<file path="config.mk">
export PLATFORM = sky130hd
export DESIGN_NAME = flash_sector_rewriter
export DESIGN_NICKNAME = d
export VERILOG_FILES = /design/src/rtl/flash_rw_pkg.sv /design/src/rtl/spi_byte_engine.sv /design/src/rtl/poll_budget.sv /design/src/rtl/flash_sector_rewriter.sv
export SDC_FILE = /design/constraint.sdc
export NUM_CORES = 1
export LEC_CHECK = 0
export BUFFER_PORTS_ARGS = -buffer_cell sky130_fd_sc_hd__buf_4
export CAP_MARGIN = 40
export CORE_ASPECT_RATIO = 0.7
export CORE_MARGIN = 5
export CORE_UTILIZATION = 54
export DETAILED_ROUTE_END_ITERATION = 8
export GPL_ROUTABILITY_DRIVEN = 0
export MAX_ROUTING_LAYER = met4
export PLACE_DENSITY = 0.74
export RECOVER_POWER = 50
export SETUP_SLACK_MARGIN = 0.05
export SLEW_MARGIN = 20
export SYNTH_ARGS = -nofsm -noshare
export SYNTH_HDL_FRONTEND = slang
export SYNTH_SLANG_ARGS = --single-unit
export TNS_END_PERCENT = 30
</file>
<file path="constraint.sdc">
create_clock -name clk -period 1.9 [get_ports clk]
set_clock_uncertainty 0.05 [all_clocks]
set_input_delay 0.475 -clock clk [delete_from_list [all_inputs] [get_ports clk]]
set_output_delay 0.475 -clock clk [all_outputs]
set_load 0.01 [all_outputs]
</file>
<file path="src/rtl/flash_rw_pkg.sv">
package flash_rw_pkg;
    localparam logic [7:0] OP_WREN  = 8'h06;
    localparam logic [7:0] OP_RDSR  = 8'h05;
    localparam logic [7:0] OP_ERASE = 8'h20;
    localparam logic [7:0] OP_PROG  = 8'h02;
    localparam logic [7:0] ST_FAULT = 8'hFF;

    typedef enum logic [2:0] {
        RW_IDLE, RW_WREN, RW_POLL_OP, RW_POLL_RD,
        RW_CHECK, RW_CMD, RW_FETCH, RW_DATA
    } rw_state_t;

    typedef enum logic [2:0] {
        EN_IDLE, EN_LOW, EN_HIGH, EN_HOLD, EN_GAP
    } eng_state_t;
endpackage

</file>
<file path="src/rtl/spi_byte_engine.sv">
module spi_byte_engine
    import flash_rw_pkg::*;
#(
    parameter int CLK_DIV = 2
) (
    input  logic       clk,
    input  logic       rst_n,
    input  logic       go,
    input  logic [7:0] tx,
    input  logic       last,
    output logic       ready,
    output logic       byte_done,
    output logic [7:0] rx,
    output logic       sclk,
    output logic       mosi,
    input  logic       miso,
    output logic       cs_n
);
    localparam int CW = $clog2(2 * CLK_DIV + 1);
    localparam logic [CW-1:0] HALF_END = CW'(CLK_DIV - 1);
    localparam logic [CW-1:0] GAP_END  = CW'(2 * CLK_DIV - 1);

    eng_state_t    st;
    logic [CW-1:0] cnt;
    logic [2:0]    bitn;
    logic [7:0]    sh_tx;
    logic [7:0]    sh_rx;
    logic          last_q;
    logic          sclk_q;
    logic          cs_q;

    always_ff @(posedge clk or negedge rst_n) begin
        if (!rst_n) begin
            st        <= EN_IDLE;
            cnt       <= '0;
            bitn      <= '0;
            sh_tx     <= '0;
            sh_rx     <= '0;
            last_q    <= 1'b0;
            sclk_q    <= 1'b0;
            cs_q      <= 1'b1;
            byte_done <= 1'b0;
        end else begin
            byte_done <= 1'b0;
            unique case (st)
                EN_IDLE, EN_HOLD: begin
                    if (go) begin
                        cs_q   <= 1'b0;
                        sh_tx  <= tx;
                        last_q <= last;
                        bitn   <= '0;
                        cnt    <= '0;
                        st     <= EN_LOW;
                    end
                end
                EN_LOW: begin
                    if (cnt == HALF_END) begin
                        cnt    <= '0;
                        sclk_q <= 1'b1;
                        sh_rx  <= {sh_rx[6:0], miso};
                        st     <= EN_HIGH;
                    end else begin
                        cnt <= cnt + 1'b1;
                    end
                end
                EN_HIGH: begin
                    if (cnt == HALF_END) begin
                        cnt    <= '0;
                        sclk_q <= 1'b0;
                        if (bitn == 3'd7) begin
                            byte_done <= 1'b1;
                            if (last_q) begin
                                cs_q <= 1'b1;
                                st   <= EN_GAP;
                            end else begin
                                st <= EN_HOLD;
                            end
                        end else begin
                            sh_tx <= {sh_tx[6:0], 1'b0};
                            bitn  <= bitn + 1'b1;
                            st    <= EN_LOW;
                        end
                    end else begin
                        cnt <= cnt + 1'b1;
                    end
                end
                EN_GAP: begin
                    if (cnt == GAP_END) begin
                        cnt <= '0;
                        st  <= EN_IDLE;
                    end else begin
                        cnt <= cnt + 1'b1;
                    end
                end
            endcase
        end
    end

    assign ready = (st == EN_IDLE) || (st == EN_HOLD);
    assign rx    = sh_rx;
    assign sclk  = sclk_q;
    assign mosi  = sh_tx[7];
    assign cs_n  = cs_q;
endmodule

</file>
<file path="src/rtl/poll_budget.sv">
module poll_budget #(
    parameter int LIMIT = 1000
) (
    input  logic clk,
    input  logic rst_n,
    input  logic clr,
    input  logic bump,
    output logic last_try
);
    localparam int CW = $clog2(LIMIT + 1);
    localparam logic [CW-1:0] LAST = CW'(LIMIT - 1);

    logic [CW-1:0] cnt;

    always_ff @(posedge clk or negedge rst_n) begin
        if (!rst_n)    cnt <= '0;
        else if (clr)  cnt <= '0;
        else if (bump) cnt <= cnt + 1'b1;
    end

    assign last_try = (cnt == LAST);
endmodule

</file>
<file path="src/rtl/flash_sector_rewriter.sv">
module flash_sector_rewriter
    import flash_rw_pkg::*;
#(
    parameter int CLK_DIV      = 2,
    parameter int POLL_LIMIT   = 100000,
    parameter int ADDR_W       = 24,
    parameter int PAGE_BYTES   = 256,
    parameter int SECTOR_PAGES = 16
) (
    input  logic        clk,
    input  logic        rst_n,
    input  logic        start,
    input  logic [11:0] sector,
    output logic        busy,
    output logic        done,
    output logic        timeout,
    output logic        error,
    output logic        buf_rd,
    output logic [11:0] buf_addr,
    input  logic [7:0]  buf_data,
    output logic        sclk,
    output logic        mosi,
    input  logic        miso,
    output logic        cs_n
);
    localparam int BIDX_W = $clog2(PAGE_BYTES);
    localparam int PIDX_W = $clog2(SECTOR_PAGES);
    localparam int SECT_W = ADDR_W - BIDX_W - PIDX_W;
    localparam logic [BIDX_W-1:0] BIDX_LAST = BIDX_W'(PAGE_BYTES - 1);
    localparam logic [PIDX_W-1:0] PIDX_LAST = PIDX_W'(SECTOR_PAGES - 1);

    rw_state_t         state, state_nx;
    logic              sent, is_prog, wait_wel;
    logic [PIDX_W-1:0] page;
    logic [1:0]        idx;
    logic [BIDX_W-1:0] bidx;
    logic [7:0]        status_q;
    logic [SECT_W-1:0] sector_q;
    logic              done_q, to_q, err_q;

    logic              eng_go, eng_last, eng_ready, eng_done;
    logic [7:0]        eng_tx, eng_rx;
    logic              poll_clr, poll_bump, last_try;
    logic              fault, match;
    logic [ADDR_W-1:0] op_addr;

    spi_byte_engine #(.CLK_DIV(CLK_DIV)) u_eng (
        .clk(clk), .rst_n(rst_n), .go(eng_go), .tx(eng_tx), .last(eng_last),
        .ready(eng_ready), .byte_done(eng_done), .rx(eng_rx),
        .sclk(sclk), .mosi(mosi), .miso(miso), .cs_n(cs_n)
    );

    poll_budget #(.LIMIT(POLL_LIMIT)) u_budget (
        .clk(clk), .rst_n(rst_n), .clr(poll_clr), .bump(poll_bump), .last_try(last_try)
    );

    assign op_addr = {sector_q, page, {BIDX_W{1'b0}}};
    assign fault   = (status_q == ST_FAULT);
    assign match   = wait_wel ? status_q[1] : !status_q[0];

    assign poll_clr = eng_done && ((state == RW_WREN)
                   || (state == RW_CMD && idx == 2'd3 && !is_prog)
                   || (state == RW_DATA && bidx == BIDX_LAST));
    assign poll_bump = (state == RW_CHECK) && !fault && !match && !last_try;

    // state register
    always_ff @(posedge clk or negedge rst_n) begin
        if (!rst_n) state <= RW_IDLE;
        else        state <= state_nx;
    end

    // next state
    always_comb begin
        state_nx = state;
        unique case (state)
            RW_IDLE:    if (start) state_nx = RW_WREN;
            RW_WREN:    if (eng_done) state_nx = RW_POLL_OP;
            RW_POLL_OP: if (eng_done) state_nx = RW_POLL_RD;
            RW_POLL_RD: if (eng_done) state_nx = RW_CHECK;
            RW_CHECK: begin
                if (fault)                 state_nx = RW_IDLE;
                else if (match && wait_wel) state_nx = RW_CMD;
                else if (match)
                    state_nx = (is_prog && page == PIDX_LAST) ? RW_IDLE : RW_WREN;
                else if (last_try)         state_nx = RW_IDLE;
                else                       state_nx = RW_POLL_OP;
            end
            RW_CMD:
                if (eng_done && idx == 2'd3) state_nx = is_prog ? RW_FETCH : RW_POLL_OP;
            RW_FETCH:   if (eng_ready) state_nx = RW_DATA;
            RW_DATA:
                if (eng_done) state_nx = (bidx == BIDX_LAST) ? RW_POLL_OP : RW_FETCH;
        endcase
    end

    // datapath and result flags
    always_ff @(posedge clk or negedge rst_n) begin
        if (!rst_n) begin
            sent <= 1'b0; is_prog <= 1'b0; wait_wel <= 1'b0;
            page <= '0; idx <= '0; bidx <= '0; status_q <= '0; sector_q <= '0;
            done_q <= 1'b0; to_q <= 1'b0; err_q <= 1'b0;
        end else begin
            if (eng_go)   sent <= 1'b1;
            if (eng_done) sent <= 1'b0;
            unique case (state)
                RW_IDLE: if (start) begin
                    sector_q <= sector;
                    page     <= '0;
                    is_prog  <= 1'b0;
                    idx      <= '0;
                    done_q   <= 1'b0;
                    to_q     <= 1'b0;
                    err_q    <= 1'b0;
                end
                RW_WREN:    if (eng_done) wait_wel <= 1'b1;
                RW_POLL_RD: if (eng_done) status_q <= eng_rx;
                RW_CHECK: begin
                    if (fault) err_q <= 1'b1;
                    else if (match && !wait_wel) begin
                        if (!is_prog)               is_prog <= 1'b1;
                        else if (page == PIDX_LAST) done_q  <= 1'b1;
                        else                        page    <= page + 1'b1;
                    end else if (!match && last_try) to_q <= 1'b1;
                end
                RW_CMD: if (eng_done) begin
                    idx <= idx + 1'b1;
                    if (idx == 2'd3) begin
                        bidx <= '0;
                        if (!is_prog) wait_wel <= 1'b0;
                    end
                end
                RW_DATA: if (eng_done) begin
                    bidx <= bidx + 1'b1;
                    if (bidx == BIDX_LAST) wait_wel <= 1'b0;
                end
                RW_POLL_OP, RW_FETCH: ;
            endcase
        end
    end

    // outputs
    always_comb begin
        eng_go   = 1'b0;
        eng_tx   = 8'h00;
        eng_last = 1'b0;
        buf_rd   = 1'b0;
        unique case (state)
            RW_WREN:    begin eng_go = !sent && eng_ready; eng_tx = OP_WREN; eng_last = 1'b1; end
            RW_POLL_OP: begin eng_go = !sent && eng_ready; eng_tx = OP_RDSR; end
            RW_POLL_RD: begin eng_go = !sent && eng_ready; eng_last = 1'b1; end
            RW_CMD: begin
                eng_go   = !sent && eng_ready;
                eng_last = (idx == 2'd3) && !is_prog;
                unique case (idx)
                    2'd0: eng_tx = is_prog ? OP_PROG : OP_ERASE;
                    2'd1: eng_tx = op_addr[23:16];
                    2'd2: eng_tx = op_addr[15:8];
                    2'd3: eng_tx = op_addr[7:0];
                endcase
            end
            RW_FETCH:   buf_rd = eng_ready;
            RW_DATA:    begin eng_go = !sent && eng_ready; eng_tx = buf_data; eng_last = (bidx == BIDX_LAST); end
            RW_IDLE, RW_CHECK: ;
        endcase
    end

    assign buf_addr = {page, bidx};
    assign busy     = (state != RW_IDLE);
    assign done     = done_q;
    assign timeout  = to_q;
    assign error    = err_q;
endmodule

</file>
# == Word level (Yosys, flattened, before mapping) ==
# Index checks and enable logic that the tools add are counted.
# word_totals
reg_bits,89
latch_bits,0
ram_bits,0
romBits,0
inputBits,24
output_inout_bits,20
elab_cells,222
memories,0
# op_classes
n_addsub,6
multipliers,0
div,0
order_cmp,0
eq_ne,47
shifts,0
n_mux,90
bitwise,0
reduce_logical,57
# ops
cell,count
2-to-1 mux 3 bit,22
case mux 8 bit (4 select lines),2
2-to-1 mux 8 bit,6
2-to-1 mux 17 bit,2
2-to-1 mux 1 bit,32
!= test 2 x 1 -> 1 bit (second input constant),16
case mux 8 bit (2 select lines),2
case mux 3 bit (8 select lines),1
2-to-1 mux 4 bit,5
!= test 2 bit (second input constant),10
equality test 3 bit (second input constant),6
adder 17 x 1 -> 17 bit (second input constant),1
equality test 17 bit (second input constant),1
equality test 8 bit (second input constant),2
AND reduction 4 bit,4
equality test 3 x 2 -> 1 bit (second input constant),5
logical AND 1 bit,14
AND reduction 7 bit,2
nonzero test 2 bit,7
case mux 1 bit (2 select lines),6
case mux 3 bit (4 select lines),1
AND reduction 6 bit,2
AND reduction 5 bit,2
equality test 3 x 1 -> 1 bit (second input constant),3
other kinds (23),46

# == Longest topological paths before layout ==
# depth
depth_word,8
mapped_depth,10
mapped_depth_nobuf,7

# == By module ==
# Synthesis repeated with hierarchy kept, for this count alone.
# unflattened
hier_cells,479
hier_area_um2,4852.2
# by_module_without_submodules
mod,instances,cells_per_inst,area_per_inst_um2,seq_area_each_um2
flash_sector_rewriter,1,261,2376.0,1076.0
spi_byte_engine,1,122,1536.5,726.9
poll_budget,1,96,939.7,425.4

# == Worst setup path before layout ==
# Ideal clock, no wire load.
# synth_timing
kind,flip-flop to flip-flop
from,register u_eng.bitn[0]
to,register u_eng.sh_tx[6]
setup_ns,0.077
arrival_ns,1.881
required_ns,1.773
path_slack_ns,-0.108
path_stages_with_launch,10
path_buffers,3
synth_period_minus_slack_ns,2.008
cell_sequence,dfrtp_1 -> ha_1 -> ha_1 -> or4_1 -> clkbuf_1 -> nand2b_1 -> buf_4 -> buf_4 -> nor2_1 -> a21oi_1
# synth_via
elab_chain_len,3
# synth_lines
item,line_no,text
start: declaration,spi_byte_engine.sv:25,logic [2:0] bitn;
start signal: assignment,spi_byte_engine.sv:80,bitn <= bitn + 1'b1;
equality test 3 bit,spi_byte_engine.sv:70,if (bitn == 3'd7) begin
!= test 2 bit (no line),n/a,
AND reduction 4 bit (no line),n/a,
end signal: assignment,spi_byte_engine.sv:49,sh_tx <= tx;
end signal: assignment,spi_byte_engine.sv:79,"sh_tx <= {sh_tx[6:0], 1'b0};"
end: declaration,spi_byte_engine.sv:26,logic [7:0] sh_tx;
# No other way between the ends.
# A chain may end at the register's enable or synchronous reset.

# == Worst setup path after layout ==
# layout_timing
from,register state[0]
to,output port busy
# layout_via
elab_chain_len,1
# layout_lines
item,line_no,text
start: declaration,flash_sector_rewriter.sv:32,"rw_state_t state, state_nx;"
start signal: assignment,flash_sector_rewriter.sv:69,else state <= state_nx;
nonzero test 3 bit,flash_sector_rewriter.sv:168,assign busy = (state != RW_IDLE);
end: declaration,flash_sector_rewriter.sv:14,"output logic busy,"
# No other way between the ends.

==> reports/qor.csv <==
stage,metric,value,unit
outcome,status,"complete, but fails checks",
outcome,violations,negative setup slack,
timing,fin_crit_sh,102,%
detailed_routing,vias_per_cell,6.08,
pwr,pwr-share-comb,3.2,%
pwr,seqPwrFrac,51.6,%
die,start_util,55.8,%
pwr,power_switching,817,uW
timing,slew_violations,0,
die,num_rows,28,
timing,fmax,514,MHz
detailed_routing,first_iter_violations,389,
layout,diodes,0,
synth,yosysWarnings,0,
timing,fin_hold_ws,0.213,ns
detailed_routing,antenna_left,0,
grt,grt_max_degree,38,
detailed_routing,drc,0,
timing,maxSlewHeadroom,36.8,%
timing,final-setup-viol-count,5,
pwr,p_int,2.93,mW
pwr,power_leakage,2.81,nW
setup_path,endpoint_kind,primary output,
synth,synthFlopType,dfrtp_1,
synth,ys_seq_area_share,46.7,%
layout,areaGrowthSynthToFinish,33.8,%
detailed_routing,drt-total-wl,13400,um
hold_path,hp-class,input port to async pin,
synth,synthesis.area,4770,um^2
pwr,pwr-share-clk,45.2,%
detailed_routing,dr_total_vias,4409,
synth,synth-seq-cells,89,
place,post-place-ws,-0.0200,ns
setup_path,worstPathRequired,1.37,ns
die,die_w,122,um
timing,post-route-worst-setup-slack,-0.0465,ns
setup_path,cp_max_fo,3,
synth,synth_nets,527,
clock_tree,cts_tree,built,
setup_path,crit_type,flip-flop to primary output,
grt,grt_pass1_vias,4185,
layout,mostFrequentLayoutCells,"buf_4 (104), dfrtp_1 (85), nand2_1 (43), nor2_1 (40), a21oi_1 (25)",
synth,synth_cells,490,
clock_tree,clock_latency,0.35,ns
die,die-height,88.6,um
pwr,p_per_area,588,nW/um^2
synth,synth_cell_type_count,60,
timing,hold_viol,0,
layout,final_common_cell,buf_4,
clock_tree,cts.sinks,89,
clock_tree,path_clk_slew,0.06,ns
clock_tree,cts_buffers,9,
place,hpwl,8820,um
grt,grt_pass1_wl,20600,um
die,dieArea,10800,um^2
layout,drive_gt1_share,36.9,%
detailed_routing,wl_per_cell,18.5,um
detailed_routing,dr.pass1.iters,6,
pwr,sw_frac_of_total,21.8,%
synth,avgSynthCellArea,9.74,um^2
timing,rsz0062_at_grt,yes,
clock_tree,clk_path_buf_depth,2,
layout,final_cells,725,
clock_tree,h-tree-depth,3,
synth,async_reset_ff_share,100,%
grt,grt.total_usage,25.4,%
timing,finalCriticalPeriod,1.95,ns
die,ioPinCount,44,
die,coreArea,8550,um^2
clock_tree,clockRootBuffer,clkbuf_16,
grt,antenna_found_initial,0,
setup_path,cp.arrival,1.42,ns
layout,multi_input_area,2690,um^2
job,max_cap_violations,0,
setup_path,cp-start-kind,flip-flop,
layout,regArea,2230,um^2
place,portBuffers,43,
place,dp_cells,683,
grt,grt.overflow.total,0,
clock_tree,cts_hold_buf,0,
layout,layout.nets,637,
timing,worstMarginPinSlew,0.948,ns
layout,fillers,556,
pwr,peakVddDrop,0.568,mV
synth,synth-edff-count,0,
-- area by class of cell --
cell class	count	area share, %
repair buffers	122	14.9
clock inverters	4	0.431
well taps	120	2.35
inverters	19	1.12
clock buffers	12	4.02
flip-flops and latches	89	35.0
multi-input cells	359	42.2
-- critical path, stage by stage (launching register included) --
cell	delay, ns
dfrtp_1	0.42
buf_6	0.13
or3_4	0.38
buf_6	0.13
-- final timing paths --
kind | startpoint | end | slack, ns | cells past startpoint
max | state[0]$_DFFE_PN0P_ | busy | -0.05 | 3
min | rst_n | error$_DFFE_PN0P_ | 0.21 | 1
max reg2reg | state[0]$_DFFE_PN0P_ | u_budget.cnt[4]$_DFFE_PN0P_ | -0.02 | 8
min reg2reg | u_eng.bitn[0]$_DFFE_PN0P_ | u_eng.bitn[0]$_DFFE_PN0P_ | 0.45 | 1
max in group asynchronous | rst_n | u_eng.st[0]$_DFFE_PN0P_ | 0.34 | 2
min in group clk | sector[8] | sector_q[8]$_DFFE_PN0P_ | 0.30 | 2
-- per-layer routing --
metal	GRT usage (%)	vias to the layer above	wire [um]
met1	33.4	2182	5930
met2	39.2	172	6290
met4	7.01	0	299
met3	6.84	30	918
met5	-	-	0
li1	-	2025	-
-- kinds of logic (layout without fill, tap and decap cells) --
group | count (synthesis) | count (layout) | share of synthesized area, %
AOI/OAI and AO/OA | 120 | 121 | 16.5
xor gates and xnor gates | 5 | 5 | 0.918
adders and majority gates | 13 | 13 | 3.41
buffers and inverters | 43 | 157 | 4.12
DFF | 89 | 89 | 46.7
muxes | 38 | 38 | 8.79
and+or+nand+nor | 182 | 182 | 19.6
-- synthesized netlist by cell type, drive strengths merged (13+ instances only) --
| master | instances | area [um^2] |
|---|---|---|
| dfrtp | 88 | 2200 |
| nand2 | 45 | 169 |
| nor2 | 44 | 168 |
| o21ai | 32 | 164 |
| mux2 | 31 | 349 |
| a21oi | 28 | 140 |
| inv | 19 | 71.3 |
| nand3 | 16 | 80.1 |
| buf | 15 | 91.3 |
| ha | 13 | 163 |
| nand4 | 13 | 81.3 |
-- sequential cells by signal, indices dropped and copies added, names as in the netlist --
signal           flops
bidx                 8
done                 1
error                1
idx                  2
is_prog              1
page                 4
sector_q            12
sent                 1
state                3
status_q             8
timeout              1
u_budget.cnt        17
u_eng.bitn           3
u_eng.byte_done      1
u_eng.cnt            3
u_eng.cs_n           1
u_eng.last_q         1
u_eng.rx             8
u_eng.sclk           1
u_eng.sh_tx          8
u_eng.st             3
wait_wel             1
-- power groups by stage --
stage / sequential (mW) / clock [mW] / combinational, mW
floorplan: 1.96 / 0 / 0.0280
global placement: 1.97 / 0 / 0.118
detailed placement: 1.97 / 0 / 0.121
CTS: 1.93 / 1.71 / 0.131
global route: 1.94 / 1.80 / 0.136
finish: 1.93 / 1.70 / 0.121
-- stage by stage --
stage          instance area [um^2]  utilization, %  TNS, ns  power [mW]
2_1_floorplan                  4800               -        0        1.99
3_3_place_gp                   5570            65.1        0        2.08
3_5_place_dp                   5570            65.1  -0.0565        2.09
4_1_cts                        6130            71.7  -0.0732        3.77
5_1_grt                        6380            74.6    -1.27        3.87
6_report                       6380            74.6   -0.112        3.75
-- repair_timing --
item,in CTS,in global routing
pin swaps,18,15
gates resized for setup,43,46
hold endpoints to repair,0,0
cloned,0,2
endpoints found under the setup margin,26,55
setup buffers,17,7
(Power assumes the default switching activity.)
